<file path="config.mk">
export PLATFORM = sky130hd
export DESIGN_NAME = psram_mux_ctrl
export DESIGN_NICKNAME = d
export VERILOG_FILES = /design/src/rtl/psram_pkg.sv /design/src/rtl/psram_dwell_cnt.sv /design/src/rtl/psram_phase_fsm.sv /design/src/rtl/psram_lane_mask.sv /design/src/rtl/psram_mux_ctrl.sv
export SDC_FILE = /design/constraint.sdc
export NUM_CORES = 1
export LEC_CHECK = 0
export CAP_MARGIN = 20
export CORE_ASPECT_RATIO = 1.75
export CORE_MARGIN = 4
export CORE_UTILIZATION = 45
export CTS_BUF_LIST = sky130_fd_sc_hd__clkbuf_4
export DETAILED_ROUTE_END_ITERATION = 16
export HOLD_SLACK_MARGIN = 0.08
export PLACE_DENSITY = 0.78
export SYNTH_ARGS = -nofsm -noshare
export SYNTH_HDL_FRONTEND = slang
export SYNTH_HIERARCHICAL = 1
export SYNTH_SLANG_ARGS = --single-unit
export TNS_END_PERCENT = 30
</file>
<file path="constraint.sdc">
create_clock -name clk -period 2.7 [get_ports clk]
set_input_delay 0.54 -clock clk [delete_from_list [all_inputs] [get_ports clk]]
set_output_delay 0.54 -clock clk [all_outputs]
set_load 0.05 [all_outputs]
</file>
<file path="src/rtl/psram_pkg.sv">
package psram_pkg;

   typedef enum logic [2:0] {
      ST_PWRUP = 3'd0,
      ST_IDLE  = 3'd1,
      ST_ADDR  = 3'd2,
      ST_HOLD  = 3'd3,
      ST_READ  = 3'd4,
      ST_WRITE = 3'd5,
      ST_RECOV = 3'd6
   } psram_st_e;

   function automatic int unsigned max_of2(int unsigned a, int unsigned b);
      return (a > b) ? a : b;
   endfunction

endpackage

</file>
<file path="src/rtl/psram_dwell_cnt.sv">
module psram_dwell_cnt #(
   parameter int unsigned W       = 8,
   parameter int unsigned RST_VAL = 0
) (
   input  logic         clk,
   input  logic         rst_n,
   input  logic         load,
   input  logic [W-1:0] load_val,
   output logic         done
);
   logic [W-1:0] cnt_q;

   always_ff @(posedge clk or negedge rst_n) begin
      if (!rst_n)           cnt_q <= W'(RST_VAL);
      else if (load)        cnt_q <= load_val;
      else if (cnt_q != '0) cnt_q <= cnt_q - 1'b1;
   end

   assign done = (cnt_q == '0);
endmodule

</file>
<file path="src/rtl/psram_phase_fsm.sv">
module psram_phase_fsm
   import psram_pkg::*;
#(
   parameter int unsigned CNT_W     = 16,
   parameter int unsigned ADDR_CYC  = 1,
   parameter int unsigned GAP_CYC   = 1,
   parameter int unsigned RD_CYC    = 9,
   parameter int unsigned WR_CYC    = 7,
   parameter int unsigned REC_CYC   = 1
) (
   input  logic             clk,
   input  logic             rst_n,
   input  logic             fire,
   input  logic             is_write,
   input  logic             dwell_done,
   output psram_st_e        state,
   output logic             load,
   output logic [CNT_W-1:0] load_val
);
   localparam logic [CNT_W-1:0] L_ADDR = CNT_W'(ADDR_CYC - 1);
   localparam logic [CNT_W-1:0] L_GAP  = CNT_W'(GAP_CYC - 1);
   localparam logic [CNT_W-1:0] L_RD   = CNT_W'(RD_CYC - 1);
   localparam logic [CNT_W-1:0] L_WR   = CNT_W'(WR_CYC - 1);
   localparam logic [CNT_W-1:0] L_REC  = CNT_W'(REC_CYC - 1);

   psram_st_e st_q, st_d;

   always_comb begin
      st_d     = st_q;
      load_val = '0;
      unique case (st_q)
         ST_PWRUP: if (dwell_done) st_d = ST_IDLE;
         ST_IDLE:  if (fire) begin
                      st_d     = ST_ADDR;
                      load_val = L_ADDR;
                   end
         ST_ADDR:  if (dwell_done) begin
                      st_d     = ST_HOLD;
                      load_val = L_GAP;
                   end
         ST_HOLD:  if (dwell_done) begin
                      st_d     = is_write ? ST_WRITE : ST_READ;
                      load_val = is_write ? L_WR : L_RD;
                   end
         ST_READ,
         ST_WRITE: if (dwell_done) begin
                      st_d     = ST_RECOV;
                      load_val = L_REC;
                   end
         ST_RECOV: if (dwell_done) st_d = ST_IDLE;
         default:  st_d = ST_PWRUP;
      endcase
   end

   always_ff @(posedge clk or negedge rst_n) begin
      if (!rst_n) st_q <= ST_PWRUP;
      else        st_q <= st_d;
   end

   assign load  = (st_d != st_q);
   assign state = st_q;
endmodule

</file>
<file path="src/rtl/psram_lane_mask.sv">
module psram_lane_mask #(
   parameter int unsigned LANES = 2
) (
   input  logic [LANES*8-1:0] din,
   input  logic [LANES-1:0]   lane_en,
   output logic [LANES*8-1:0] dout
);
   for (genvar g = 0; g < LANES; g++) begin : g_lane
      assign dout[g*8 +: 8] = lane_en[g] ? din[g*8 +: 8] : 8'h00;
   end
endmodule

</file>
<file path="src/rtl/psram_mux_ctrl.sv">
module psram_mux_ctrl
   import psram_pkg::*;
#(
   parameter int unsigned ADDR_W    = 21,
   parameter int unsigned DATA_W    = 16,
   parameter int unsigned CLK_NS    = 8,
   parameter int unsigned PWRUP_CYC = 18750,
   parameter int unsigned ADDR_CYC  = 1,
   parameter int unsigned GAP_CYC   = 1,
   parameter int unsigned RD_CYC    = 9,
   parameter int unsigned WR_CYC    = 7,
   parameter int unsigned REC_CYC   = 1,
   localparam int unsigned LANES    = DATA_W / 8,
   localparam int unsigned HI_W     = ADDR_W - DATA_W
) (
   input  logic              clk,
   input  logic              rst_n,
   input  logic              req_valid,
   output logic              req_ready,
   input  logic              req_write,
   input  logic [ADDR_W-1:0] req_addr,
   input  logic [DATA_W-1:0] req_wdata,
   input  logic [LANES-1:0]  req_be,
   output logic              rsp_valid,
   output logic [DATA_W-1:0] rsp_rdata,
   output logic              psram_cs_n,
   output logic              psram_adv_n,
   output logic              psram_oe_n,
   output logic              psram_we_n,
   output logic [LANES-1:0]  psram_bsel_n,
   output logic [HI_W-1:0]   psram_ahi,
   output logic [DATA_W-1:0] psram_dq_o,
   output logic              psram_dq_oe,
   input  logic [DATA_W-1:0] psram_dq_i
);
   // device limits in nanoseconds
   localparam int unsigned T_PWRUP_NS = 150000;
   localparam int unsigned T_ADDR_NS  = max_of2(7, 5);
   localparam int unsigned T_GAP_NS   = max_of2(5, 2);
   localparam int unsigned T_RDWIN_NS = 70;
   localparam int unsigned T_OE_NS    = 20;
   localparam int unsigned T_WP_NS    = 55;
   localparam int unsigned T_WPMAX_NS = 2500;
   localparam int unsigned T_REC_NS   = 5;
   localparam int unsigned MAX_LD     =
      max_of2(max_of2(PWRUP_CYC, max_of2(RD_CYC, WR_CYC)),
              max_of2(ADDR_CYC, max_of2(GAP_CYC, REC_CYC)));
   localparam int unsigned CNT_W      = $clog2(MAX_LD + 1);

   if (DATA_W % 8 != 0 || DATA_W == 0) begin : g_bad_dw
      $error("DATA_W must be a nonzero multiple of 8");
   end
   if (ADDR_W <= DATA_W) begin : g_bad_aw
      $error("ADDR_W must exceed DATA_W");
   end
   if (ADDR_CYC == 0 || GAP_CYC == 0 || RD_CYC == 0 || WR_CYC == 0 ||
       REC_CYC == 0 || PWRUP_CYC == 0) begin : g_bad_zero
      $error("every phase count must be at least one cycle");
   end
   if (PWRUP_CYC * CLK_NS < T_PWRUP_NS) begin : g_bad_pwr
      $error("power-up window too short");
   end
   if (ADDR_CYC * CLK_NS < T_ADDR_NS) begin : g_bad_addr
      $error("address phase too short for select and strobe setup");
   end
   if (GAP_CYC * CLK_NS < T_GAP_NS) begin : g_bad_gap
      $error("gap after strobe too short");
   end
   if (RD_CYC * CLK_NS < T_OE_NS ||
       (ADDR_CYC + GAP_CYC + RD_CYC) * CLK_NS < T_RDWIN_NS) begin : g_bad_rd
      $error("read window too short");
   end
   if (WR_CYC * CLK_NS < T_WP_NS || WR_CYC * CLK_NS > T_WPMAX_NS) begin : g_bad_wr
      $error("write pulse outside its limits");
   end
   if (REC_CYC * CLK_NS < T_REC_NS) begin : g_bad_rec
      $error("select recovery too short");
   end

   psram_st_e         state;
   logic              fire, dwell_done, load;
   logic [CNT_W-1:0]  load_val;
   logic [ADDR_W-1:0] addr_q;
   logic [DATA_W-1:0] wdata_q;
   logic [LANES-1:0]  be_q;
   logic              write_q;
   logic [DATA_W-1:0] rd_masked;
   logic              rd_last, active;

   assign req_ready = (state == ST_IDLE);
   assign fire      = req_valid & req_ready;

   psram_dwell_cnt #(.W(CNT_W), .RST_VAL(PWRUP_CYC - 1)) u_dwell (
      .clk      (clk),
      .rst_n    (rst_n),
      .load     (load),
      .load_val (load_val),
      .done     (dwell_done)
   );

   psram_phase_fsm #(
      .CNT_W    (CNT_W),
      .ADDR_CYC (ADDR_CYC),
      .GAP_CYC  (GAP_CYC),
      .RD_CYC   (RD_CYC),
      .WR_CYC   (WR_CYC),
      .REC_CYC  (REC_CYC)
   ) u_fsm (
      .clk        (clk),
      .rst_n      (rst_n),
      .fire       (fire),
      .is_write   (write_q),
      .dwell_done (dwell_done),
      .state      (state),
      .load       (load),
      .load_val   (load_val)
   );

   always_ff @(posedge clk or negedge rst_n) begin
      if (!rst_n) begin
         addr_q  <= '0;
         wdata_q <= '0;
         be_q    <= '0;
         write_q <= 1'b0;
      end else if (fire) begin
         addr_q  <= req_addr;
         wdata_q <= req_wdata;
         be_q    <= req_be;
         write_q <= req_write;
      end
   end

   psram_lane_mask #(.LANES(LANES)) u_mask (
      .din     (psram_dq_i),
      .lane_en (be_q),
      .dout    (rd_masked)
   );

   assign rd_last = (state == ST_READ) && dwell_done;

   always_ff @(posedge clk or negedge rst_n) begin
      if (!rst_n) begin
         rsp_valid <= 1'b0;
         rsp_rdata <= '0;
      end else begin
         rsp_valid <= rd_last;
         if (rd_last) rsp_rdata <= rd_masked;
      end
   end

   assign active       = (state == ST_ADDR) || (state == ST_HOLD) ||
                         (state == ST_READ) || (state == ST_WRITE);
   assign psram_cs_n   = ~active;
   assign psram_adv_n  = (state != ST_ADDR);
   assign psram_oe_n   = (state != ST_READ);
   assign psram_we_n   = (state != ST_WRITE);
   assign psram_bsel_n = active ? ~be_q : '1;
   assign psram_ahi    = addr_q[ADDR_W-1:DATA_W];
   assign psram_dq_oe  = (state == ST_ADDR) || (state == ST_HOLD) ||
                         (state == ST_WRITE);
   assign psram_dq_o   = (state == ST_WRITE) ? wdata_q : addr_q[DATA_W-1:0];
endmodule

</file>
**Yosys cells after proc, flatten, opt, wreduce, memory -nomap -nowiden**

Index checks and enable logic that the tools add are counted.

- Bitwise logic cells: 3
- Reduce and logical (&&, ||, !) cells: 11
- Multiplexer cells: 16
- Add/subtract/negate cells: 1
- Equal/unequal tests: 10

Operators with widths:

| cell | number |
|---|---|
| $mux 15 | 4 |
| $mux 16 | 1 |
| $mux 8 | 2 |
| $logic_not 15->1 | 1 |
| $mux 3 | 5 |
| $pmux 3 s5 | 1 |
| $reduce_bool 15->1 | 1 |
| $sub 15x1->15 const B | 1 |
| $eq 3x3->1 const B | 3 |
| $eq 3x2->1 const B | 2 |
| $ne 3x3->1 const B | 2 |
| $logic_or 1x1->1 | 4 |
| $mux 4 | 1 |
| $reduce_or 2->1 | 2 |
| $eq 3x1->1 const B | 1 |
| $logic_not 3->1 | 1 |
| $ne 3x2->1 const B | 1 |
| $ne 3x3->1 | 1 |
| $mux 2 | 1 |
| $not 2->2 | 1 |
| $reduce_bool 2->1 | 1 |
| $and 1x1->1 | 1 |
| $logic_and 1x1->1 | 1 |
| $mux 1 | 1 |
| $not 1->1 | 1 |

- Register bits: 75
- Output and inout port bits: 46
- Word-level logic and storage cells: 49
- Input port bits: 59

**Longest topological paths before layout**

Gate-level depths: netlist of run 1.

- Word-level depth: 6
- Depth in mapped cells: 10
- Depth with buffers taken out: 9

**By module**

Netlist of run 1, hierarchy kept.

By module, submodules not included:

| module | instances | seq. area each (µm²) | area each (µm²) | cells an instance |
|---|---|---|---|---|
| psram_mux_ctrl | 1 | 1,426.4 | 2,643.8 | 154 |
| psram_dwell_cnt | 1 | 385.4 | 839.6 | 79 |
| psram_phase_fsm | 1 | 75.1 | 325.3 | 44 |
| psram_lane_mask | 1 | 0.0 | 100.1 | 16 |

**Worst setup path after synthesis of run 1**

No wires, ideal clock.

- Path kind: register -> register
- Start: register u_dwell.cnt_q[0]
- End: register u_dwell.cnt_q[1]
- Library setup time: 0.104 ns
- Path slack: -0.306 ns
- Period minus slack after synthesis: 3.006 ns
- Arrival: 2.902 ns
- Required time: 2.596 ns
- Cell stages (with the launch flop): 11
- Path buffers: 1
- Cells stage by stage: dfstp_2 inv_1 ha_1 or4b_1 nor4b_4 nand2b_1 a21oi_1 a21oi_1 clkbuf_1 nor2_1 a221oi_1

- Longest elaborated chain between the ends: 5
- Elaborated cells between the ends (all ways): 14
- Those cells by class: add/sub (1); eq/ne (1); mux (9); reduce/logical (3)

Ends and longest elaborated chain:

| item | line | text |
|---|---|---|
| from (decl) | psram_dwell_cnt.sv:11 | `logic [W-1:0] cnt_q;` |
| from (signal assigned) | psram_dwell_cnt.sv:14 | `if (!rst_n) cnt_q <= W'(RST_VAL);` |
| from (signal assigned) | psram_dwell_cnt.sv:15 | `else if (load) cnt_q <= load_val;` |
| from (signal assigned) | psram_dwell_cnt.sv:16 | `else if (cnt_q != '0) cnt_q <= cnt_q - 1'b1;` |
| $logic_not 15->1 (*) | psram_dwell_cnt.sv:19 | `assign done = (cnt_q == '0);` |
| named net dwell_done | psram_mux_ctrl.sv:81 | `logic fire, dwell_done, load;` |
| $mux 3, on equally long branches | -- |  |
| $pmux 3 s5 (*) | psram_phase_fsm.sv:31 | `unique case (st_q)` |
| $ne 3x3->1 (*) | psram_phase_fsm.sv:60 | `assign load = (st_d != st_q);` |
| named net load | psram_mux_ctrl.sv:81 |  |
| $mux 15 or $reduce_bool 2->1 (tied branches) | -- |  |

The timed path passes the listed nets; every way through them passes the cells marked *. The select of a mux whose other input is x is not followed.
A chain may end at the register's enable or synchronous reset.

**Worst setup path after layout of run 1**

- Start: register u_dwell.cnt_q[1]
- End: register u_dwell.cnt_q[7]

Same word-level chain as after synthesis.

==> impl_results.md, run 1 <==
* Status: complete, no violations
* Warnings from Yosys at 6
* TritonCTS clock tree: yes
* Finished Cell Area at 5330 um^2
* Seq/Total Area, Yosys at 0.483
* Wire length per cell at roughly 17 um
* Layout cells sized above 1 at 0.355
* Hold buffers post-CTS at 0
* Global Route Usage Sum at 0.177
* Initial DRT Pass Iterations at 4
* Yosys top cell area share at 0.429
* Drt total wl at slightly below 9 mm
* Clk sinks at 75
* Vias in the first global route at 2737
* Fill count at 649
* Comb pwr share at 0.062
* Reg2Reg Depth at 9
* Io pins at between 100 and 150
* FMAX at approximately 380 MHz
* Final Cycle Share at 0.965
* DRC at 0
* Crit Path Class: flip-flop to flip-flop
* Switch share at 0.233
* CTS Buf Count at 9
* Mean Syn Cell Area at 13.3 um^2
* Grt total ovfl at 0
* DP Area at between 5000 and 6000 um^2
* Leak pwr at 2.44 nW
* Critical Path RT at about 3 ns
* Post-synth EDFFs at 0
* Seq pwr share at 0.619
* Relative slew slack at 0.629
* Hold/Removal Path Class: input port to async pin
* Crit path max fanout at 6
* Critical Path End Type: flip-flop
* Pint at 1.39 mW
* DR vias at ~2600
* DR vias/cell at around 5
* Post-synth cell types at 43
* Finish-stage setup viols at 0
* Row count at 44
* DIE WIDTH at 78.5 um
* Top cells by area, synth: dfrtp_1, mux2_4, mux2_2
* Clock power frac at 0.319
* Final hold slack at roughly 0.12 ns
* Initial detailed-routing violation count at around 110
* Worst skew pair latency at between 0.4 and 0.5 ns
* Hpwl dp at ~6.3 mm
* Final layout net count at approximately 470
* Async set-reset flop share out of synthesis at 1.00
* Core region area at between 8000 and 9000 um^2
* Post-Synthesis Cells at 293
* Most used DFF post-synth: dfrtp_1
* H-tree depth at 3
* Root Driver: clkbuf_4
* Antenna viol nets, final at 0
* Max-Cap Viols at 0
* Peak VDD IR at ~0.18 mV
* Clk slew on worst S/H paths at between 0.1 and 0.15 ns
* Final slew viol count at 0
* Gp weighted congestion at 0.786
* Pwr Density at ~340 nW/um^2
* Die area at around 10000 um^2
* Die height at roughly 130 um
* Syn Std Cell Area at ~4000 um^2
* Dominant cell type by area after synthesis: dfrtp_1
* Pin count of the biggest net entering global routing at 76
* Worst-Margin Slew at approximately 0.56 ns
* Pwr Total at between 1.5 and 2 mW
* Initial core utilization at 0.467
* First-pass GRT wire length at roughly 14 mm
* Port Buffers at around 100
* Final Skew at between 0.01 and 0.015 ns
* Final Hold Fails at 0
* Initial antenna violation count at 1
* Area Growth Syn to Fin at 36.3%
* Tmin final at about 2.6 ns
* Max clock buf depth at 2
* Net Sw Power at around 0.42 mW
* Crit start category: flip-flop
* Synth Register Bits at 75
* CP arrival at a little under 3 ns
-- cells in the mapped netlist (2+ instances only) --
cell type / count
xor2_1: 8
and4bb_1: 2
nor3b_1: 2
nand2_1: 10
buf_4: 19
inv_1: 7
a22o_1: 8
ha_1: 2
nor2_1: 7
buf_12: 4
mux2_2: 33
or4_1: 4
o21ai_0: 8
dfrtp_1: 67
and2_1: 16
or3b_1: 2
dfstp_2: 8
nor3_1: 6
xnor2_1: 2
a21oi_1: 4
clkbuf_1: 3
nand2b_1: 3
a221oi_1: 3
or3_1: 2
buf_6: 4
mux2_4: 39
o31ai_1: 4
-- repair_timing --
action                     CTS  global route
gates resized for setup      3             4
pin swaps                    0             3
buffers inserted             0             5
setup endpoints to repair   17             8
gates cloned                 0             2
-- worst max-delay path, stage by stage (launching register included) --
cell      delay [ns]
dfrtp_1         0.42
inv_1           0.07
ha_2            0.18
or4b_4          0.51
nor4b_4         0.38
nand2b_4        0.20
a21oi_1         0.06
a21oi_2         0.23
buf_12          0.15
mux2_4          0.29
-- state kept, by name, summed over array words and instances (netlist names) --
register / count
addr_q: 21
rsp_valid: 1
wdata_q: 16
u_dwell/cnt_q: 15
be_q: 2
u_fsm/state: 3
rsp_rdata: 16
write_q: 1
-- layout make-up --
| type | count | area, um^2 | area share |
|---|---|---|---|
| Timing Repair Buffer | 120 | 1390 | 0.261 |
| Multi-Input combinational cell | 191 | 1770 | 0.333 |
| Inverter | 7 | 26.3 | 0.00493 |
| Clock inverter | 5 | 31.3 | 0.00587 |
| Clock buffer | 10 | 75.1 | 0.0141 |
| Sequential cell | 75 | 1890 | 0.354 |
| Antenna cell | 1 | 2.50 | 0.000470 |
| Tap cell | 115 | 144 | 0.0270 |
-- worst paths after layout --
check,endpoint,slack [ns],from
worst max-delay path,u_dwell/cnt_q[7],0.09,u_dwell/cnt_q[1]
worst min-delay path,addr_q[12],0.12,rst_n
worst max register to register,u_dwell/cnt_q[7],0.09,u_dwell/cnt_q[1]
worst min register to register,wdata_q[2],0.52,wdata_q[2]
max in group asynchronous,u_dwell/cnt_q[3],2.22,rst_n
min in group clk,wdata_q[2],0.52,wdata_q[2]
-- layer usage --
layer | track usage | wire [um] | up-vias
met5 | 0 | 0 | -
met4 | 0.0817 | 267 | 0
met3 | 0.0397 | 404 | 14
met2 | 0.306 | 4770 | 81
met1 | 0.204 | 3420 | 1285
li1 | - | - | 1227
-- layout by cell type, fill, tap and decap left out, types with 10 or more instances in the layout --
cell,synthesis,layout
and2_1,16,16
buf_12,4,20
buf_4,19,15
clkbuf_4,0,10
clkdlybuf4s50_1,0,79
conb_1,1,12
dfrtp_1,67,67
mux2_2,33,33
mux2_4,39,40
nand2_1,10,10
-- power by group through the flow --
stage	Combinational, mW	Clock [mW]	Sequential [mW]
2_1_floorplan	0.0157	0	1.14
3_3_place_gp	0.112	0	1.14
3_5_place_dp	0.113	0	1.14
4_1_cts	0.114	0.599	1.12
5_1_grt	0.123	0.642	1.12
6_report	0.112	0.578	1.12
-- cell families (layout without fill, tap and decap cells) --
kind of cell / after synthesis / in the layout / share of synthesized area
other cells: 1 / 13 / 0.000959
buf+inv: 38 / 142 / 0.0816
xor+xnor: 10 / 10 / 0.0224
mux: 73 / 73 / 0.248
fa+ha+maj: 2 / 2 / 0.00640
simple gates: 63 / 63 / 0.103
flops: 75 / 75 / 0.483
compound gates: 31 / 31 / 0.0551
-- through the flow --
step | std cells | utilization | setup TNS (ns) | setup slack (ns)
after floorplan | 304 | - | -0.353 | -0.0569
after global placement | 501 | 0.611 | 0 | 0.195
after detailed placement | 501 | 0.611 | 0 | 0.107
after CTS | 516 | 0.624 | 0 | 0.0827
after global routing | 524 | 0.637 | -0.0144 | -0.00906
final | 524 | 0.637 | 0 | 0.0938
No activity file was read; power rests on OpenSTA's default activity.
==> run 2, diff against run 1 <==
Settings changed: HOLD_SLACK_MARGIN 0.08 to 0.06.
==> results of run 2 <==
No change in the layout: final DEF, timing and power equal those of run 1.
